===== config.mk =====
export PLATFORM = sky130hd
export DESIGN_NAME = fma_align_norm
export DESIGN_NICKNAME = d
export VERILOG_FILES = /design/src/rtl/fma_align_pkg.sv /design/src/rtl/fma_sticky_rshift.sv /design/src/rtl/fma_lead_zero.sv /design/src/rtl/fma_align_norm.sv
export SDC_FILE = /design/constraint.sdc
export NUM_CORES = 1
export LEC_CHECK = 0
export ABC_AREA = 1
export BUFFER_PORTS_ARGS = -buffer_cell sky130_fd_sc_hd__buf_2
export CELL_PAD_IN_SITES_DETAIL_PLACEMENT = 1
export CELL_PAD_IN_SITES_GLOBAL_PLACEMENT = 1
export CORE_UTILIZATION = 38
export CTS_BUF_LIST = sky130_fd_sc_hd__clkbuf_8
export DETAILED_ROUTE_END_ITERATION = 16
export PLACE_DENSITY_LB_ADDON = 0.3
export SLEW_MARGIN = 20
export SYNTH_ARGS = -nofsm -noshare
export SYNTH_HDL_FRONTEND = slang
export SYNTH_SLANG_ARGS = --single-unit

===== constraint.sdc =====
create_clock -name clk -period 11.45 [get_ports clk]
set_clock_uncertainty 0.05 [all_clocks]
set_input_delay 0.5725 -clock clk [delete_from_list [all_inputs] [get_ports clk]]
set_output_delay 0.5725 -clock clk [all_outputs]
set_load 0.01 [all_outputs]

===== src/rtl/fma_align_pkg.sv =====
package fma_align_pkg;

    typedef enum logic {
        ST_IDLE = 1'b0,
        ST_EMIT = 1'b1
    } emit_state_t;

endpackage


===== src/rtl/fma_sticky_rshift.sv =====
module fma_sticky_rshift #(
    parameter int W    = 27,
    parameter int SH_W = 11
) (
    input  logic [W-1:0]    din,
    input  logic [SH_W-1:0] amt,
    output logic [W-1:0]    dout
);
    localparam logic [SH_W-1:0] LIMIT = SH_W'(W);
    localparam logic [W-1:0]    ONE   = {{(W-1){1'b0}}, 1'b1};

    logic [W-1:0] lost_mask;
    logic         lost;

    always_comb begin
        lost_mask = '0;
        lost      = 1'b0;
        if (amt >= LIMIT) begin
            // Everything leaves the window; only the sticky survives.
            dout = {{(W-1){1'b0}}, |din};
        end else begin
            lost_mask = (ONE << amt) - ONE;
            lost      = |(din & lost_mask);
            dout      = (din >> amt) | {{(W-1){1'b0}}, lost};
        end
    end
endmodule


===== src/rtl/fma_lead_zero.sv =====
module fma_lead_zero #(
    parameter int W    = 27,
    parameter int CNT_W = 5
) (
    input  logic [W-1:0]     din,
    output logic [CNT_W-1:0] cnt
);
    always_comb begin
        cnt = CNT_W'(W);
        // Ascending scan: the highest set bit is the last to write.
        for (int i = 0; i < W; i++) begin
            if (din[i]) cnt = CNT_W'(W - 1 - i);
        end
    end
endmodule


===== src/rtl/fma_align_norm.sv =====
module fma_align_norm
    import fma_align_pkg::*;
#(
    parameter int MANT_W = 24,
    parameter int GRS_W  = 3,
    parameter int EXP_W  = 10
) (
    input  logic                     clk,
    input  logic                     rst_n,
    input  logic                     in_valid,
    input  logic                     prod_sign,
    input  logic signed [EXP_W-1:0]  prod_exp,
    input  logic [MANT_W+GRS_W-1:0]  prod_sig,
    input  logic                     add_sign,
    input  logic signed [EXP_W-1:0]  add_exp,
    input  logic [MANT_W-1:0]        add_sig,
    input  logic                     round_down,
    output logic                     out_valid,
    output logic                     res_sign,
    output logic signed [EXP_W-1:0]  res_exp,
    output logic [MANT_W+GRS_W-1:0]  res_sig,
    output logic                     res_zero
);
    localparam int SIG_W = MANT_W + GRS_W;
    localparam int SH_W  = EXP_W + 1;
    localparam int CNT_W = $clog2(SIG_W + 1);

    emit_state_t state_q, state_d;

    // Exponent comparison
    logic signed [SH_W-1:0] exp_gap;
    logic                   addend_dom;
    logic [SH_W-1:0]        sh_prod, sh_add;
    logic signed [EXP_W-1:0] base_exp;

    // Aligned operands
    logic [SIG_W-1:0] add_ext, prod_al, add_al;

    // Arithmetic
    logic [SIG_W:0]   mag_sum;
    logic [SIG_W-1:0] mag_diff, norm_sig;
    logic             add_ge;
    logic [CNT_W-1:0] lz;

    // Next result
    logic                    n_sign, n_zero;
    logic signed [EXP_W-1:0] n_exp;
    logic [SIG_W-1:0]        n_sig;

    assign add_ext    = {add_sig, {GRS_W{1'b0}}};
    assign exp_gap    = {add_exp[EXP_W-1], add_exp} - {prod_exp[EXP_W-1], prod_exp};
    assign addend_dom = exp_gap > 0;
    assign sh_prod    = addend_dom ? exp_gap : '0;
    assign sh_add     = addend_dom ? '0 : -exp_gap;
    assign base_exp   = addend_dom ? add_exp : prod_exp;

    fma_sticky_rshift #(.W(SIG_W), .SH_W(SH_W)) u_shift_prod (
        .din (prod_sig),
        .amt (sh_prod),
        .dout(prod_al)
    );

    fma_sticky_rshift #(.W(SIG_W), .SH_W(SH_W)) u_shift_add (
        .din (add_ext),
        .amt (sh_add),
        .dout(add_al)
    );

    assign mag_sum  = {1'b0, add_al} + {1'b0, prod_al};
    assign add_ge   = add_al >= prod_al;
    assign mag_diff = add_ge ? (add_al - prod_al) : (prod_al - add_al);

    fma_lead_zero #(.W(SIG_W), .CNT_W(CNT_W)) u_lz (
        .din(mag_diff),
        .cnt(lz)
    );

    assign norm_sig = mag_diff << lz;

    always_comb begin
        n_sign = add_sign;
        n_zero = 1'b0;
        n_exp  = base_exp;
        n_sig  = mag_sum[SIG_W-1:0];
        if (add_sign == prod_sign) begin
            if (mag_sum[SIG_W]) begin
                n_sig = mag_sum[SIG_W:1] | {{(SIG_W-1){1'b0}}, mag_sum[0]};
                n_exp = base_exp + EXP_W'(1);
            end
        end else if (mag_diff == '0) begin
            n_sign = round_down;
            n_zero = 1'b1;
            n_exp  = '0;
            n_sig  = '0;
        end else begin
            n_sign = add_ge ? add_sign : prod_sign;
            n_sig  = norm_sig;
            n_exp  = base_exp - $signed({{(EXP_W-CNT_W){1'b0}}, lz});
        end
    end

    // Controller: accept / drain
    always_comb begin
        unique case (state_q)
            ST_IDLE: state_d = in_valid ? ST_EMIT : ST_IDLE;
            ST_EMIT: state_d = in_valid ? ST_EMIT : ST_IDLE;
            default: state_d = ST_IDLE;
        endcase
    end

    always_ff @(posedge clk) begin
        if (!rst_n) state_q <= ST_IDLE;
        else        state_q <= state_d;
    end

    always_ff @(posedge clk) begin
        if (!rst_n) begin
            res_sign <= 1'b0;
            res_exp  <= '0;
            res_sig  <= '0;
            res_zero <= 1'b0;
        end else if (in_valid) begin
            res_sign <= n_sign;
            res_exp  <= n_exp;
            res_sig  <= n_sig;
            res_zero <= n_zero;
        end
    end

    assign out_valid = (state_q == ST_EMIT);
endmodule


==> impl_metrics.ini <==
[sta]
slew_violations = 0
hold_viol = 0
hold_ws_ps = 418
slew_headroom_pct = 43.5
rsz0062_at_grt = no
setup_tns_ps = 0
worst_slack_ps = 755
tightest_slew_ps = 841
setup_viol = 0
timing.final.crit_share_pct = 93.4
max_freq_mhz = 93.5
period_needed_ps = 10690

[logic_synthesis]
seq_area_frac_synth_pct = 5.99
synthTopCellsByArea = nand2_1 (17%), ha_1 (9.2%), inv_1 (8.7%), nand3_1 (7.2%), o21ai_0 (6.8%)
postSynthAreaPerCell_um2 = 5.55
ys_types = 76
yosysWarnings = 0
synth_top_area_share_pct = 16.6
synth_area_um2 = 13400
ys_ff_latch = 40
yosysTopAreaCell = nand2_1
syn_inst = 2409
syn_nets = 2589

[finish]
final_cell_mix = nand2_1 (593), inv_1 (307), nor2_1 (229), nand3_1 (193), o21ai_0 (182)
syn2layout_area_growth_pct = 7.25
mostFrequentLayoutCell = nand2_1
drive_above_1_share_pct = 13.1
fin_area_um2 = 14300
layout.nets = 2634
antenna_cells = 0

[setup_path]
path_class = in2reg
critical_path_arrival_ps = 10800
cp_slowest_stage_delay_ps = 670
path_delay_family = simple AND/OR/NAND/NOR gates
cp.required_ps = 11560
cp.buffers_inverters = 12
crit_path_max_fanout = 30
reg2reg_slack_ps = 10700
cpMaxStageDelayCell = fa_1
critical_path.startpoint_type = input port
endpoint_kind = flop
crit_top_cell = nor2_1

[placed_design]
dp_hpwl_mm = 48.2
gp_congestion = 1.01
place_ws_ps = 280
place_area_um2 = 14200
port_buffers = 116

[detailed_routing]
post_drt_wl_per_cell_um = 19.5
vias = 16554
viasPerCell = 5.69
first_iter_violations = 1123
remaining_drc_errors = 0
routed_wirelength_mm = 56.7
dr.pass1.iters = 5
drtAntennaViolNets = 0

[cts]
clkSinkCount = 40
clockBufferDepth = 2
clk_latency_ps = 300
cts_root_buf = clkbuf_8
cts_max_level = 2
clkTransAtPathRegs_ps = 80
holdBufCountCts = 0
cts_setup_buffers = 0
cts_tree = built
cts_resized = 0
cts_buffers = 5

[floorplanning]
dieWidth_um = 190
ioPinCount = 117
rows = 68
dieHeight_um = 190
start_util_pct = 38.6
die_area_um2 = 36000
core_um2 = 34600

[global_route]
grt_pass1_vias = 16410
grt_pass1_wl_mm = 89.7
grt_max_degree = 75
antenna_found_initial = 0
grt_util_all_layers_pct = 31.0
overflow = 0

[run_status]
status = finished clean

[worst_hold_path]
hold_path.class = reg2reg

[flow_run]
max-cap-violations = 0
stage by stage:
step	std cells	utilization, %
after floorplan	2409	-
after global placement	2902	40.9
final	2910	41.4
after CTS	2910	41.3
after detailed placement	2902	40.9
after global routing	2910	41.4
synth_stat cells (all sizes together):
cell and n:
a211o 1, a211oi 4, a21boi 8, a21o 5, a21oi 142, a221o 1, a221oi 7, a22o 1
a22oi 14, a2bb2oi 1, a311oi 2, a31oi 31, a32o 1, and2 1, and3 2, buf 66
clkbuf 41, dfxtp 40, fa 5, ha 98, inv 347, mux2i 9, nand2 627, nand3 199
nand3b 5, nand4 25, nor2 259, nor3 39, nor4 12, o2111ai 4, o211a 2, o211ai 40
o21a 9, o21ai 211, o21bai 12, o221ai 9, o22ai 30, o311ai 4, o31ai 7, o32ai 1
or2 20, xnor2 3, xor2 64
layer usage:
metal / vias up / track usage [%] / part of all wire (%) / wire length [um]
met5: - / 0 / 0 / 0
met4: 0 / 8.41 / 2.4 / 1360
met3: 72 / 1.86 / 4.6 / 2620
met2: 487 / 53.7 / 47 / 26800
met1: 7953 / 41.3 / 46 / 26000
li1: 8042 / - / - / -
final timing paths:
path,start,to,cells past startpoint
hold / removal,res_zero$_SDFFE_PN0P_,res_zero$_SDFFE_PN0P_,2
hold reg to reg,res_zero$_SDFFE_PN0P_,res_zero$_SDFFE_PN0P_,2
setup / recovery,add_exp[0],res_exp[9]$_SDFFE_PN0P_,60
setup reg to reg,res_sig[10]$_SDFFE_PN0P_,res_sig[10]$_SDFFE_PN0P_,2
logic make-up (layout without fill, tap and decap cells):
group / count (synthesis) / after routing / synth area share, %
DFF: 40 / 40 / 5.99
AOI/OAI and AO/OA: 547 / 547 / 24.8
muxes: 9 / 9 / 0.673
xor gates and xnor gates: 67 / 67 / 4.69
and+or+nand+nor: 1189 / 1189 / 39.8
adders and majority gates: 103 / 103 / 9.91
buffers and inverters: 454 / 500 / 14.1
worst reg2reg max path: stages, from the launching register on:
cell,delay (ps)
dfxtp_1,340
o21ai_0,190
a21oi_1,60
area by class of cell:
type / instances / area [um2]
Clock buffer: 5 / 68.8
Clock inverter: 3 / 42.5
Fill cell: 4957 / 20300
Inverter: 347 / 1320
Multi-Input combinational cell: 1915 / 10700
Sequential cell: 40 / 801
Tap cell: 455 / 569
Timing Repair Buffer: 145 / 815
registers in the layout, summed over array words and instances (netlist names):
name       flops
res_sig       27
res_exp       10
out_valid      1
res_sign       1
res_zero       1
Power is not shown: default switching activity piles up to over one toggle a cycle in this logic, so the estimate is an artifact.
